**config.mk**
```make
export PLATFORM = sky130hd
export DESIGN_NAME = psram_pwr_seq
export DESIGN_NICKNAME = d
export VERILOG_FILES = /design/src/rtl/psram_pwr_pkg.sv /design/src/rtl/pwr_wait_timer.sv /design/src/rtl/pwr_req_hold.sv /design/src/rtl/pwr_lost_flag.sv /design/src/rtl/psram_pwr_seq.sv
export SDC_FILE = /design/constraint.sdc
export NUM_CORES = 1
export LEC_CHECK = 0
export ABC_CLOCK_PERIOD_IN_PS = 4500
export BUFFER_PORTS_ARGS = -buffer_cell sky130_fd_sc_hd__buf_2
export CAP_MARGIN = 10
export CORE_UTILIZATION = 28
export DETAILED_ROUTE_END_ITERATION = 16
export HOLD_SLACK_MARGIN = 0.1
export PLACE_DENSITY = 0.49
export RECOVER_POWER = 25
export SETUP_SLACK_MARGIN = 0.15
export SYNTH_ARGS = -nofsm -noshare
export SYNTH_HDL_FRONTEND = slang
export SYNTH_HIERARCHICAL = 1
export SYNTH_SLANG_ARGS = --single-unit
```
**constraint.sdc**
```tcl
create_clock -name clk -period 4.5 [get_ports clk]
set_input_delay 0.225 -clock clk [delete_from_list [all_inputs] [get_ports clk]]
set_output_delay 0.225 -clock clk [all_outputs]
set_load 0.01 [all_outputs]
```
**src/rtl/psram_pwr_pkg.sv**
```systemverilog
package psram_pwr_pkg;

  typedef enum logic [1:0] {
    PS_INIT  = 2'd0,
    PS_READY = 2'd1,
    PS_DEEP  = 2'd2,
    PS_EXIT  = 2'd3
  } pwr_state_e;

  // Cycles needed to cover us_len microseconds at freq_hz, rounded up, at least 1
  function automatic int wait_cycles(input longint freq_hz, input longint us_len);
    longint raw;
    raw = ((freq_hz / 1000) * us_len + 999) / 1000;
    if (raw < 1) raw = 1;
    return int'(raw);
  endfunction

endpackage

```
**src/rtl/pwr_wait_timer.sv**
```systemverilog
module pwr_wait_timer #(
  parameter int CYCLES = 40000,
  parameter int CNT_W  = $clog2(CYCLES + 1)
) (
  input  logic clk,
  input  logic rst_n,
  input  logic load,
  output logic done
);
  localparam logic [CNT_W-1:0] START = CNT_W'(CYCLES - 1);

  logic [CNT_W-1:0] cnt_q;

  always_ff @(posedge clk or negedge rst_n) begin
    if (!rst_n)              cnt_q <= START;
    else if (load)           cnt_q <= START;
    else if (cnt_q != '0)    cnt_q <= cnt_q - 1'b1;
  end

  assign done = (cnt_q == '0);


  done_hold_chk: assert property (@(posedge clk) disable iff (!rst_n)
    done && !load |=> done);

endmodule

```
**src/rtl/pwr_req_hold.sv**
```systemverilog
module pwr_req_hold (
  input  logic clk,
  input  logic rst_n,
  input  logic in_wait,
  input  logic req,
  output logic pending
);
  logic pend_q;

  always_ff @(posedge clk or negedge rst_n) begin
    if (!rst_n)        pend_q <= 1'b0;
    else if (in_wait)  pend_q <= pend_q | req;
    else               pend_q <= 1'b0;
  end

  assign pending = pend_q;


  pend_keep_chk: assert property (@(posedge clk) disable iff (!rst_n)
    pend_q && in_wait |=> pend_q);

endmodule

```
**src/rtl/pwr_lost_flag.sv**
```systemverilog
module pwr_lost_flag (
  input  logic clk,
  input  logic rst_n,
  input  logic set,
  input  logic clr,
  output logic lost
);
  logic lost_q;

  always_ff @(posedge clk or negedge rst_n) begin
    if (!rst_n)    lost_q <= 1'b0;
    else if (set)  lost_q <= 1'b1;
    else if (clr)  lost_q <= 1'b0;
  end

  assign lost = lost_q;


  lost_set_chk: assert property (@(posedge clk) disable iff (!rst_n)
    set |=> lost_q);


  lost_hold_chk: assert property (@(posedge clk) disable iff (!rst_n)
    lost_q && !clr |=> lost_q);

endmodule

```
**src/rtl/psram_pwr_seq.sv**
```systemverilog
module psram_pwr_seq
  import psram_pwr_pkg::*;
#(
  parameter int CLK_FREQ_HZ = 200_000_000,
  parameter int WAIT_US     = 200
) (
  input  logic clk,
  input  logic rst_n,
  input  logic dpd_req,
  input  logic wake_req,
  input  logic lost_clr,
  output logic dpd_pin_n,
  output logic ce_force_high,
  output logic mem_ready,
  output logic contents_lost
);
  localparam int WAIT_CYC = wait_cycles(longint'(CLK_FREQ_HZ), longint'(WAIT_US));
  localparam int CNT_W    = $clog2(WAIT_CYC + 1);

  pwr_state_e state_q, state_d;
  logic       in_wait, tmr_load, tmr_done, pend, enter_deep;

  assign in_wait  = (state_q == PS_INIT) || (state_q == PS_EXIT);
  assign tmr_load = (state_q == PS_DEEP) && wake_req;

  pwr_wait_timer #(.CYCLES(WAIT_CYC), .CNT_W(CNT_W)) u_timer (
    .clk   (clk),
    .rst_n (rst_n),
    .load  (tmr_load),
    .done  (tmr_done)
  );

  pwr_req_hold u_hold (
    .clk     (clk),
    .rst_n   (rst_n),
    .in_wait (in_wait),
    .req     (dpd_req),
    .pending (pend)
  );

  always_comb begin
    state_d = state_q;
    case (state_q)
      PS_INIT, PS_EXIT: if (tmr_done) state_d = (pend || dpd_req) ? PS_DEEP : PS_READY;
      PS_READY:         if (dpd_req)  state_d = PS_DEEP;
      PS_DEEP:          if (wake_req) state_d = PS_EXIT;
      default:          state_d = PS_INIT;
    endcase
  end

  always_ff @(posedge clk or negedge rst_n) begin
    if (!rst_n) state_q <= PS_INIT;
    else        state_q <= state_d;
  end

  assign enter_deep = (state_d == PS_DEEP) && (state_q != PS_DEEP);

  pwr_lost_flag u_lost (
    .clk   (clk),
    .rst_n (rst_n),
    .set   (enter_deep),
    .clr   (lost_clr),
    .lost  (contents_lost)
  );

  assign dpd_pin_n     = (state_q != PS_DEEP);
  assign ce_force_high = (state_q != PS_READY);
  assign mem_ready     = (state_q == PS_READY);


  deep_entry_chk: assert property (@(posedge clk) disable iff (!rst_n)
    $fell(dpd_pin_n) |-> ($past(dpd_req) || $past(pend)));


  ready_rise_chk: assert property (@(posedge clk) disable iff (!rst_n)
    $rose(mem_ready) |-> $past(tmr_done));


  ce_wake_chk: assert property (@(posedge clk) disable iff (!rst_n)
    $rose(dpd_pin_n) |-> ce_force_high);


  lost_deep_chk: assert property (@(posedge clk) disable iff (!rst_n)
    $rose(contents_lost) |-> !dpd_pin_n);

endmodule

```
# After elaboration in Yosys (flattened, before gate mapping)
# Index checks and enable logic that the tools add are counted.
dict set report classes {
  n_eq_ne 6
  n_reduce_logical 10
  mux 10
  n_bitwise 1
  n_addsub 1
}
# cell count
set ops {}
lappend ops {{$mux 16} 2}
lappend ops {{$logic_not 16->1} 1}
lappend ops {{$reduce_bool 16->1} 1}
lappend ops {{$sub 16x1->16 const B} 1}
lappend ops {{$mux 2} 4}
lappend ops {{$eq 2x2->1 const B} 3}
lappend ops {{$pmux 2 s3} 1}
lappend ops {{$reduce_bool 2->1} 2}
lappend ops {{$mux 1} 3}
lappend ops {{$eq 2x1->1 const B} 1}
lappend ops {{$logic_and 1x1->1} 2}
lappend ops {{$logic_not 2->1} 1}
lappend ops {{$logic_or 1x1->1} 2}
lappend ops {{$ne 2x1->1 const B} 1}
lappend ops {{$ne 2x2->1 const B} 1}
lappend ops {{$reduce_or 2->1} 1}
lappend ops {{$or 1x1->1} 1}
dict set report word_totals {
  output_inout_bits 4
  input_bits 5
  reg_bits 20
  wordCells 32
}

# Depth between registers and ports, before layout
# Gate-level depths: netlist of run 1.
dict set report depth {
  depth_word 7
  mapped_depth 10
  mapped_depth_nobuf 8
}

# Hierarchy
# The synthesis of run 1 kept the hierarchy.
# mod area_per_inst_um2 seq_area_each_um2 instances cells_per_inst
set modules_own_cells {}
lappend modules_own_cells {pwr_wait_timer 914.6 412.9 1 98}
lappend modules_own_cells {psram_pwr_seq 220.2 50.0 1 27}
lappend modules_own_cells {pwr_lost_flag 36.3 25.0 1 3}
lappend modules_own_cells {pwr_req_hold 32.5 25.0 1 2}

# Least setup slack after synthesis of run 1
# Ideal clock, no wire load.
dict set report synth_timing {
  path_kind {register to register}
  start {register u_timer.cnt_q[0]}
  end {register u_lost.lost_q, in the netlist u_lost/lost}
  path_buffers 2
  period_less_slack_ns 2.652
  required_time_ns 4.382
  arrival_time_ns 2.534
  path_slack_ns 1.848
  setup_time_ns 0.118
  path_stages_with_launch 11
  cell_sequence {dfstp_2 -> inv_1 -> ha_1 -> or4b_1 -> buf_2 -> nor4_2 -> buf_2 -> or2b_2 -> a211oi_1 -> nor4b_2 -> a21o_1}
}
dict set report synth_via {
  elab_chain_cells 6
  word_cells_on_any_way 7
  cone_classes {eq/ne (1); mux (3); reduce/logical (3)}
}
# element line_no
set synth_rtl {}
lappend synth_rtl {{start: declaration} pwr_wait_timer.sv:12} ;# logic [CNT_W-1:0] cnt_q;
lappend synth_rtl {{start signal: assignment} pwr_wait_timer.sv:17} ;# else if (cnt_q != '0) cnt_q <= cnt_q - 1'b1;
lappend synth_rtl {{$logic_not 16->1 (*)} pwr_wait_timer.sv:20} ;# assign done = (cnt_q == '0);
lappend synth_rtl {{via tmr_done} psram_pwr_seq.sv:21} ;# logic in_wait, tmr_load, tmr_done, pend, enter_deep;
lappend synth_rtl {{$mux 2 (*)} psram_pwr_seq.sv:44} ;# PS_INIT, PS_EXIT: if (tmr_done) state_d = (pend || dpd_req) ? PS_DEEP : PS_READY;
lappend synth_rtl {{$pmux 2 s3 (*)} psram_pwr_seq.sv:43} ;# case (state_q)
lappend synth_rtl {{$eq 2x2->1 (*)} psram_pwr_seq.sv:56} ;# assign enter_deep = (state_d == PS_DEEP) && (state_q != PS_DEEP);
lappend synth_rtl {{$logic_and 1x1->1 (*)} psram_pwr_seq.sv:56}
lappend synth_rtl {{via enter_deep} psram_pwr_seq.sv:21}
lappend synth_rtl {{$mux 1 / $reduce_bool 2->1 (equally long branches)} -}
lappend synth_rtl {{end signal: assignment} pwr_lost_flag.sv:11} ;# if (!rst_n) lost_q <= 1'b0;
lappend synth_rtl {{end signal: assignment} pwr_lost_flag.sv:12} ;# else if (set) lost_q <= 1'b1;
lappend synth_rtl {{end signal: assignment} pwr_lost_flag.sv:13} ;# else if (clr) lost_q <= 1'b0;
lappend synth_rtl {{end: declaration} pwr_lost_flag.sv:8} ;# logic lost_q;
# Mark *: on every way through the listed nets, which the timed path passes. The rest lies on a longest branch.
# A chain may end at the register's enable or synchronous reset.

# Worst setup path in the final report of run 1
# Ends and elaborated chain as after synthesis.

==> run_results.csv, run 1 <==
group,metric,value,unit
status,status,"finished clean",
floorplan,initial_core_util,29.7,%
yosys,synth.net_count,138,
placement,finalWeightedCongestion,0.791,
sta,rsz0062_at_grt,"no",
placement,dp.cells,184,
yosys,synth_compound_area_share,15.3,%
setup_path,cp.required,4650,ps
min_path,worstHoldPathCells,3,
setup_path,path_class,"reg2reg",
setup_path,worstReg2RegStart,"u_timer/cnt_q[0]",
floorplan,rows,23,
min_path,min_to,"u_lost/lost",
yosys,ys.flop_type,"dfstp_2",
setup_path,critPathCaptureType,"register",
yosys,synth_most_common_cell,"or3_1",
sta,holdWs,230,ps
min_path,hp-class,"in2reg",
sta,worst_pin_slew,1090,ps
layout,nNetsFinal,148,
sta,worst_slack,1850,ps
yosys,syn-cell-area,1200,µm²
floorplan,io_pins,9,
clock_tree,clk_latency,260,ps
sta,worst_clock_skew,7.71,ps
power_and_ir_drop,power,605,µW
drt,firstDrtPassIters,4,
yosys,yosys-top-cells-count,"or3_1 (13), o21ai_0 (12), dfrtp_1 (10), dfstp_2 (10), inv_1 (10)",
power_and_ir_drop,cellPowerDensity,446,nW/µm²
clock_tree,clockBufferDepth,2,
yosys,synth.ff_latch_count,20,
global_routing,grt_pass1_vias,874,
drt,drc_errors,0,
yosys,syn_inst,130,
floorplan,die_h,67.6,µm
placement,place_ws,1860,ps
sta,final_hold_viol_count,0,
min_path,holdCritStartpoint,"lost_clr",
drt,drtIter0Drc,74,
sta,fin_setup_tns,0,ps
yosys,synthXorXnorAreaFrac,0.728,%
clock_tree,clkSinkCount,20,
global_routing,antenna_found_initial,0,
clock_tree,cts_root_buf,"clkbuf_8",
setup_path,r2r_end,"u_lost/lost",
yosys,synthSimpleGateAreaFrac,30.8,%
drt,avgRoutedWirePerCell,12.7,µm
power_and_ir_drop,p_leak,0.517,nW
yosys,yosysWarnings,6,
drt,route.met2.wl,1100,µm
yosys,yosys.area_share.adder,3.12,%
yosys,synth_top_area_share,21.8,%
yosys,synthTopCellsByArea,"dfstp_2 (22%), dfrtp_1 (21%), or3_1 (6.8%), o21ai_0 (5.0%), a21oi_1 (3.3%)",
placement,dpl.hpwl,1740,µm
floorplan,dieArea,4570,µm²
layout,fill_cells,410,
global_routing,gr-usage-all-layers,12.2,%
global_routing,grt_max_degree,21,
setup_path,rrSetupSlack,1850,ps
clock_tree,htree_num_levels,1,
layout,fin_util,33.4,%
layout,drive_gt1_share,22.3,%
drt,route.met3.wl,33,µm
power_and_ir_drop,max-vdd-ir-drop,0.218,mV
layout,syn2layout_area_growth,12.7,%
job,maxCapViolCount,0,
layout,n_antenna_cell,0,
sta,finalSetupViolCount,0,
floorplan,die_w,67.6,µm
setup_path,rr_worst_depth,9,
yosys,synth_top_cell_by_area,"dfstp_2",
drt,wl_met1,1240,µm
global_routing,grt_pass1_wl,4140,µm
layout,final_cells,189,
drt,maxUsedRoutingLayer,"met4",
yosys,syn_avg_cell_area,9.26,µm²
clock_tree,cts_buffers,3,
yosys,synth_top_family_by_area,"simple AND/OR/NAND/NOR gates",
sta,slew_headroom,27.4,%
yosys,synth.distinct_cells,40,
setup_path,critPathMaxFanout,17,
setup_path,cp.arrival,2800,ps
drt,wirelength,2400,µm
placement,place_area,1290,µm²
drt,antenna_left,0,
layout,fin_area,1360,µm²
yosys,post_synth_mux_area_share,2.60,%
clock_tree,cts_setup_buffers,0,
global_routing,globalRouteOverflowTotal,0,
yosys,synth_edf_count,0,
sta,drv_slew,0,
yosys,seq_area_frac_synth,42.6,%
clock_tree,path_clk_slew,80,ps
drt,vias,986,
yosys,synthArstFlopShare,100,%
setup_path,cp-start-kind,"register",
clock_tree,cts_tree,"done",
placement,port_buffers,8,
sta,fmax,0.377,GHz
sta,period_needed,2650,ps
sta,fin_crit_sh,58.9,%
floorplan,core-area,4060,µm²
drt,avgViaCountPerCell,5.22,
## worst max-delay path by stage
| stage | slack, ps | start | endpoint | depth (start not counted) |
|---|---|---|---|---|
| 3_5_place_dp | 1860 | u_timer/cnt_q[0] | u_lost/lost | 9 |
| 6_report | 1850 | u_timer/cnt_q[0] | u_lost/lost | 9 |
| 2_1_floorplan | 1850 | u_timer/cnt_q[0] | u_lost/lost | 10 |
| 3_3_place_gp | 1910 | u_timer/cnt_q[0] | u_lost/lost | 9 |
| 4_1_cts | 1850 | u_timer/cnt_q[0] | u_lost/lost | 9 |
| 5_1_grt | 1650 | u_timer/cnt_q[0] | u_lost/lost | 9 |
## state kept, by name (all words and copies together) (netlist names)
| register | cells |
|---|---|
| u_timer/cnt_q | 16 |
| state_q | 2 |
| u_hold/pending | 1 |
| u_lost/lost | 1 |
## worst max-delay path, cell delays in order (launching register included)
cell	delay, ps
dfstp_2	380
inv_1	80
ha_1	160
or4b_1	590
nor4_2	280
buf_4	230
or2b_2	310
a211oi_1	280
nor4b_2	80
a21o_1	150
## kinds of logic (layout without fill, tap and decap cells)
group | count (synthesis) | after routing
adders and majority gates | 3 | 3
muxes | 3 | 3
buffers and inverters | 15 | 24
AOI/OAI and AO/OA | 31 | 31
DFF | 20 | 20
xor gates and xnor gates | 1 | 1
and+or+nand+nor | 57 | 57
## routing by layer
| layer | global-route usage (%) | vias to the layer above |
|---|---|---|
| li1 | - | 500 |
| met1 | 18.0 | 479 |
| met2 | 16.6 | 5 |
| met3 | 2.03 | 2 |
| met4 | 6.38 | 0 |
| met5 | 0 | - |
## cell type report
| class | instances | area, µm² | area share (%) |
|---|---|---|---|
| Sequential cell | 20 | 513 | 37.8 |
| Tap cell | 50 | 62.6 | 4.61 |
| Timing Repair Buffer | 10 | 56.3 | 4.15 |
| Clock buffer | 4 | 55.1 | 4.06 |
| Multi-Input combinational cell | 95 | 632 | 46.6 |
| Inverter | 10 | 37.5 | 2.77 |
## repair_timing
action                    in CTS  in global routing
hold buffers                   1                  0
hold endpoints to repair      10                  0
gates resized for setup        0                  0
## where the power goes
group	leakage (nW)	internal, mW	switching, mW
registers	0.239	0.225	0.0289
clock network	0.0288	0.0778	0.0592
logic	0.249	0.0941	0.120
total	0.517	0.397	0.209
## cell usage in the layout (no fill, tap or decap), types with 2 or more instances in the layout
master and n:
nor4_2 2, mux2i_1 2, or4_1 5, o31ai_1 3, buf_2 7, o21ai_0 12, nor2_1 4, nand3_1 5
ha_1 3, dfstp_2 10, nor2b_1 2, clkbuf_8 4, dfrtp_1 10, nand2_1 4, nor4_1 3, o21a_1 2
or3_1 13, and2_1 2, a211oi_1 2, nor3_1 5, a21oi_1 8, inv_1 10, nand2b_1 2
Power figures use the tool's default switching activity.
==> run 2: changes to the inputs <==
--- a/config.mk
+++ b/config.mk
@@ -5,7 +5,7 @@
 export SDC_FILE = /design/constraint.sdc
 export NUM_CORES = 1
 export LEC_CHECK = 0
-export ABC_CLOCK_PERIOD_IN_PS = 4500
+export ABC_CLOCK_PERIOD_IN_PS = 2700
 export BUFFER_PORTS_ARGS = -buffer_cell sky130_fd_sc_hd__buf_2
 export CAP_MARGIN = 10
 export CORE_UTILIZATION = 28
==> constraint.sdc (replaced) <==
create_clock -name clk -period 2.7 [get_ports clk]
set_input_delay 0.135 -clock clk [delete_from_list [all_inputs] [get_ports clk]]
set_output_delay 0.135 -clock clk [all_outputs]
set_load 0.01 [all_outputs]
==> run 2 against run 1 <==
Routed wire length up 4.8%. Combinational power up 67%. Die area unchanged. Via count up 0.51%. Sequential power up 67%. Core utilization up 0.65 points. Critical path type unchanged. Highest routed layer is now met3. Critical path depth down 1. Clock power up 71%.
==> run_results.csv, run 2 (synthesis results as in run 1) <==
group,metric,value,unit
status,status,"finished clean",
global_routing,grt_pass1_vias,925,
sta,fin_setup_tns,0,ps
layout,fill_cells,413,
setup_path,rrSetupSlack,310,ps
drt,drtIter0Drc,41,
min_path,min_to,"u_lost/lost",
global_routing,met3_usage,4.05,%
sta,finalSetupViolCount,0,
clock_tree,clockBufferDepth,2,
drt,drc_errors,0,
global_routing,antenna_found_initial,0,
power_and_ir_drop,cellPowerDensity,737,nW/µm²
floorplan,io_pins,9,
global_routing,grt_use_met1,17.0,%
setup_path,cp-start-kind,"register",
placement,finalWeightedCongestion,0.839,
clock_tree,cts_root_buf,"clkbuf_8",
layout,final_common_cell,"or3_1",
setup_path,critPathMaxFanout,5,
layout,top_register,"u_timer/cnt_q",
drt,firstDrtPassIters,4,
clock_tree,path_clk_slew,70,ps
setup_path,cp.required,2860,ps
sta,slew_headroom,26.1,%
setup_path,critPathSlowestCell,"or4b_1",
placement,dpl.hpwl,1850,µm
sta,worst_clock_skew,5.77,ps
sta,rsz0062_at_grt,"no",
clock_tree,cts_setup_buffers,0,
clock_tree,clkSinkCount,20,
floorplan,die_w,67.6,µm
setup_path,slowest_delay,510,ps
global_routing,globalRouteOverflowTotal,0,
min_path,holdCritStartpoint,"lost_clr",
global_routing,grt.met2_usage,19.9,%
min_path,worstHoldPathCells,3,
drt,wirelength,2520,µm
drt,antenna_left,0,
clock_tree,cts_buffers,3,
placement,dp.cells,185,
sta,drv_slew,0,
sta,final_hold_viol_count,0,
floorplan,core-area,4060,µm²
drt,avgRoutedWirePerCell,13.2,µm
sta,fmax,0.418,GHz
floorplan,rows,23,
layout,multi_input_area,651,µm²
global_routing,grt_max_degree,21,
layout,drive_gt1_share,24.3,%
sta,fin_crit_sh,88.6,%
global_routing,grt-busiest-layer,"met2",
power_and_ir_drop,max-vdd-ir-drop,0.387,mV
clock_tree,htree_num_levels,1,
global_routing,grt_pass1_wl,4330,µm
setup_path,path_class,"reg2reg",
floorplan,initial_core_util,29.7,%
setup_path,cp.arrival,2550,ps
setup_path,cp_cell_sequence,"inv_1 > ha_1 > or4b_1 > nor4_4 > or2b_2 > a211oi_2 > nor4b_2 > a21o_1",
min_path,hp-class,"in2reg",
setup_path,r2r_end,"u_lost/lost",
clock_tree,cts_tree,"done",
floorplan,die_h,67.6,µm
power_and_ir_drop,p_leak,0.524,nW
sta,worst_pin_slew,1110,ps
job,maxCapViolCount,0,
sta,period_needed,2390,ps
floorplan,dieArea,4570,µm²
drt,avgViaCountPerCell,5.22,
clock_tree,clk_latency,260,ps
placement,port_buffers,8,
layout,final_cell_mix,"or3_1 (13), o21ai_0 (12), inv_1 (10), dfrtp_1 (10), dfstp_2 (10)",
layout,n_antenna_cell,0,
setup_path,critPathCaptureType,"register",
setup_path,worstReg2RegStart,"u_timer/cnt_q[0]",
global_routing,gr-usage-all-layers,12.7,%
drt,vias,991,
setup_path,rr_worst_depth,8,
layout,nNetsFinal,149,
layout,seq_area,513,µm²
layout,largest_reg_flops,16,
layout,syn2layout_area_growth,14.9,%
layout,final_cells,190,
layout,largest_registers,"u_timer/cnt_q: 16 flops, state_q: 2 flops",
run 2: changes by cell type in the layout (fill, tap and decap cells not counted):
| cell | previous run | this run |
|---|---|---|
| nor3b_2 | 0 | 1 |
| a211oi_2 | 0 | 1 |
| nor4_2 | 2 | 1 |
| nor3b_1 | 1 | 0 |
| nor4_4 | 0 | 1 |
| a211oi_1 | 2 | 1 |
| buf_4 | 1 | 2 |
run 2: metal layers:
layer,vias up,routed length [µm]
met2,11,1220
met1,484,1200
li1,496,-
met4,0,0
met5,-,0
met3,0,89
run 2: stage by stage:
stage | hold WS [ps] | total power, mW | setup WS [ps] | area, µm² | utilization, %
floorplan | -161 | 0.696 | 170 | 1220 | -
global placement | 114 | 0.779 | 355 | 1310 | 32.4
detailed placement | 118 | 0.790 | 303 | 1310 | 32.4
CTS | 122 | 1.03 | 292 | 1380 | 34.0
global route | 124 | 1.10 | 171 | 1380 | 34.1
finish | 132 | 1.02 | 307 | 1380 | 34.1
run 2: repair_timing:
item	in CTS	in global routing
endpoints found under the hold margin	10	0
hold buffers	1	0
endpoints found under the setup margin	0	1
resized for setup	0	1
run 2: area by class of cell:
class / instances / share of cell area (%)
repair buffers: 11 / 4.62
clock buffers: 4 / 3.98
inverters: 10 / 2.71
well taps: 50 / 4.52
flip-flops and latches: 20 / 37.1
multi-input cells: 95 / 47.1
run 2: how the worst max path moves through the flow:
stage,end,from,depth (start not counted)
final,u_lost/lost,u_timer/cnt_q[0],8
after global routing,u_lost/lost,u_timer/cnt_q[0],8
after CTS,u_lost/lost,u_timer/cnt_q[0],8
after detailed placement,u_lost/lost,u_timer/cnt_q[0],8
after global placement,u_lost/lost,u_timer/cnt_q[0],8
after floorplan,u_lost/lost,u_timer/cnt_q[0],10
run 2: power breakdown:
| group | total, mW | leakage [nW] | internal (mW) | switching, mW |
|---|---|---|---|---|
| logic | 0.360 | 0.256 | 0.159 | 0.200 |
| clock network | 0.234 | 0.0288 | 0.130 | 0.104 |
| registers | 0.425 | 0.239 | 0.375 | 0.0505 |
| total | 1.02 | 0.524 | 0.664 | 0.354 |
run 2: critical path, delay by kind of cell (launching register included):
kind	cells	cell delay, ps
simple gates	4	1270
compound gates	2	400
fa+ha+maj	1	160
buf+inv	1	80
flops	1	380
==> run 3: changes to the inputs <==
--- a/config.mk
+++ b/config.mk
@@ -5,6 +5,7 @@
 export SDC_FILE = /design/constraint.sdc
 export NUM_CORES = 1
 export LEC_CHECK = 0
+export ABC_AREA = 1
 export ABC_CLOCK_PERIOD_IN_PS = 2700
 export BUFFER_PORTS_ARGS = -buffer_cell sky130_fd_sc_hd__buf_2
 export CAP_MARGIN = 10
@@ -18,3 +19,4 @@
 export SYNTH_HDL_FRONTEND = slang
 export SYNTH_HIERARCHICAL = 1
 export SYNTH_SLANG_ARGS = --single-unit
+export TNS_END_PERCENT = 1
==> run 3 against run 2 <==
Non-clock buffer count is 1 lower. Synthesized cell count is 45% higher. Core utilization is 0.91 points lower. Highest routed layer is now met4. Clock skew is 3.4 ps higher. Die area is 7.8% higher. Maximum frequency is 32% higher. Combinational power is 3% lower. Clock power is 11% lower. Worst hold slack better by 20 ps. Sequential power is 2% lower.
==> run_results.csv, run 3 <==
group,metric,value,unit
setup_path,cp_cell_sequence,"inv_1 > ha_1 > nand2_2 > inv_1 > nand4_1 > inv_1 > inv_1 > nand2_1 > nand2_1 > nand2_1 > nand2_1 > nor2_1 > inv_1 > nand2_1",
sta,worst_pin_slew,1160,ps
clock_tree,clkSinkCount,20,
drt,drc_errors,0,
yosys,syn_inst,188,
layout,largest_registers,"u_timer/cnt_q: 16 flops, state_q: 2 flops",
sta,finalSetupViolCount,0,
sta,final_hold_viol_count,0,
placement,dpl.hpwl,2040,µm
yosys,synthTopCellsByArea,"dfstp_2 (20%), dfrtp_1 (19%), nand2_1 (13%), inv_1 (11%), nor2_1 (8.1%)",
sta,period_needed,1810,ps
layout,n_antenna_cell,0,
yosys,seq_area_frac_synth,39.5,%
drt,firstDrtPassIters,4,
yosys,synth_most_common_cell,"nand2_1",
setup_path,critPathCaptureType,"register",
setup_path,worstReg2RegStart,"u_timer/cnt_q[0]",
floorplan,die_h,70.1,µm
sta,fin_crit_sh,67.1,%
setup_path,crit_buf_inv,5,
yosys,synth.distinct_cells,24,
global_routing,grt_pass1_vias,1157,
layout,fill_cells,490,
drt,wirelength,2750,µm
drt,avgViaCountPerCell,4.36,
job,maxCapViolCount,0,
min_path,holdCritStartpoint,"dpd_req",
global_routing,grt_max_degree,21,
setup_path,path_class,"reg2reg",
floorplan,rows,24,
layout,drive_gt1_share,18.9,%
layout,top_register,"u_timer/cnt_q",
yosys,synth_edf_count,0,
setup_path,r2r_end,"u_lost/lost",
setup_path,critPathMaxFanout,5,
placement,finalWeightedCongestion,0.769,
placement,port_buffers,8,
global_routing,grt_pass1_wl,5040,µm
clock_tree,clockBufferDepth,2,
clock_tree,path_clk_slew,80,ps
sta,drv_slew,0,
clock_tree,cts_tree,"done",
sta,rsz0062_at_grt,"no",
setup_path,cp-start-kind,"register",
setup_path,rrSetupSlack,890,ps
global_routing,antenna_found_initial,0,
clock_tree,clk_latency,260,ps
global_routing,globalRouteOverflowTotal,0,
yosys,yosysWarnings,6,
sta,fmax,0.552,GHz
setup_path,critical-path-top-delay-family,"flip-flops",
setup_path,rr_worst_depth,14,
min_path,min_to,"u_hold/pending",
setup_path,slowest_delay,560,ps
sta,fin_setup_tns,0,ps
yosys,synth_top_cell_by_area,"dfstp_2",
floorplan,core-area,4410,µm²
drt,vias,1103,
floorplan,io_pins,9,
yosys,synth.net_count,196,
drt,avgRoutedWirePerCell,10.9,µm
setup_path,cp.arrival,1960,ps
min_path,worstHoldPathCells,3,
min_path,hp-class,"in2reg",
power_and_ir_drop,cellPowerDensity,667,nW/µm²
yosys,synth.ff_latch_count,20,
sta,slew_headroom,23.0,%
global_routing,gr-usage-all-layers,12.6,%
floorplan,initial_core_util,29.5,%
power_and_ir_drop,max-vdd-ir-drop,0.388,mV
yosys,yosys-top-cells-count,"nand2_1 (46), inv_1 (38), nor2_1 (28)",
yosys,syn_avg_cell_area,6.91,µm²
setup_path,critPathSlowestCell,"dfstp_2",
layout,final_cells,253,
drt,antenna_left,0,
layout,largest_reg_flops,16,
power_and_ir_drop,power,977,µW
sta,worst_clock_skew,9.15,ps
clock_tree,cts_buffers,3,
yosys,ys.flop_type,"dfstp_2",
drt,drtIter0Drc,87,
yosys,synthArstFlopShare,100,%
clock_tree,htree_num_levels,1,
yosys,syn-cell-area,1300,µm²
setup_path,cp.depth,14,
floorplan,dieArea,4920,µm²
status,status,"finished clean",
layout,final_cell_mix,"nand2_1 (46), inv_1 (38), nor2_1 (28)",
layout,final_common_cell,"nand2_1",
floorplan,die_w,70.1,µm
layout,syn2layout_area_growth,12.6,%
placement,dp.cells,247,
clock_tree,cts_setup_buffers,0,
layout,nNetsFinal,210,
power_and_ir_drop,p_leak,0.763,nW
clock_tree,cts_root_buf,"clkbuf_8",
yosys,synth_top_area_share,20.2,%
setup_path,cp.required,2850,ps
run 3: cell count changes after synthesis, sizes merged, moves of 6 or more:
cell	previous run	this run
nand3	5	18
nand2	4	50
inv	10	39
a21oi	8	2
or3	14	0
nor2	5	34
run 3: cell families (layout without fill, tap and decap cells):
group | after synthesis | in the layout | share of synthesized area (%)
simple gates | 111 | 111 | 40.1
compound gates | 12 | 12 | 4.81
xor+xnor | 1 | 1 | 0.674
fa+ha+maj | 3 | 3 | 2.89
flops | 20 | 20 | 39.5
buf+inv | 41 | 54 | 12.0
run 3: worst max-delay path by stage:
stage / slack, ps / startpoint / to
after floorplan: 1060 / u_timer/cnt_q[0] / u_lost/lost
after global placement: 870 / u_timer/cnt_q[0] / u_lost/lost
after detailed placement: 900 / u_timer/cnt_q[0] / u_lost/lost
after CTS: 880 / u_timer/cnt_q[0] / u_lost/lost
after global routing: 720 / u_timer/cnt_q[0] / u_lost/lost
final: 890 / u_timer/cnt_q[0] / u_lost/lost
run 3: power breakdown:
part	leakage [nW]	internal, mW	switching [mW]
clock network	0.0228	0.105	0.103
logic	0.502	0.128	0.224
registers	0.238	0.377	0.0403
run 3: repair_timing:
| item | CTS | global route |
|---|---|---|
| hold buffers | 2 | 0 |
| gates resized for setup | 0 | 0 |
| hold endpoints to repair | 11 | 0 |
| setup endpoints to repair | 0 | 0 |
run 3: area by class of cell:
class	instances	area, µm²	share of cell area, %
Inverter	40	151	10.3
Tap cell	52	65.1	4.44
Clock buffer	4	45.0	3.08
Timing Repair Buffer	10	58.8	4.02
Multi-Input combinational cell	127	631	43.1
Sequential cell	20	513	35.0
run 3: stage by stage:
stage / area, µm² / setup slack, ps / util [%] / hold slack, ps
after global routing: 1460 / 716 / 33.2 / 186
after global placement: 1400 / 869 / 31.7 / 126
after detailed placement: 1400 / 900 / 31.7 / 128
after CTS: 1470 / 881 / 33.2 / 148
final: 1460 / 888 / 33.2 / 152
after floorplan: 1300 / 1060 / - / -161
run 3: layer usage:
layer  GRT usage, %  share of wire (%)
met1           16.2                 54
met4           2.89               0.94
met2           21.4                 42
met5              0                  0
met3           3.17                2.7
run 3: tightest hold or removal path, delay by kind of cell:
family | cells | cell delay [ps]
simple gates | 2 | 120
buf+inv | 1 | 120
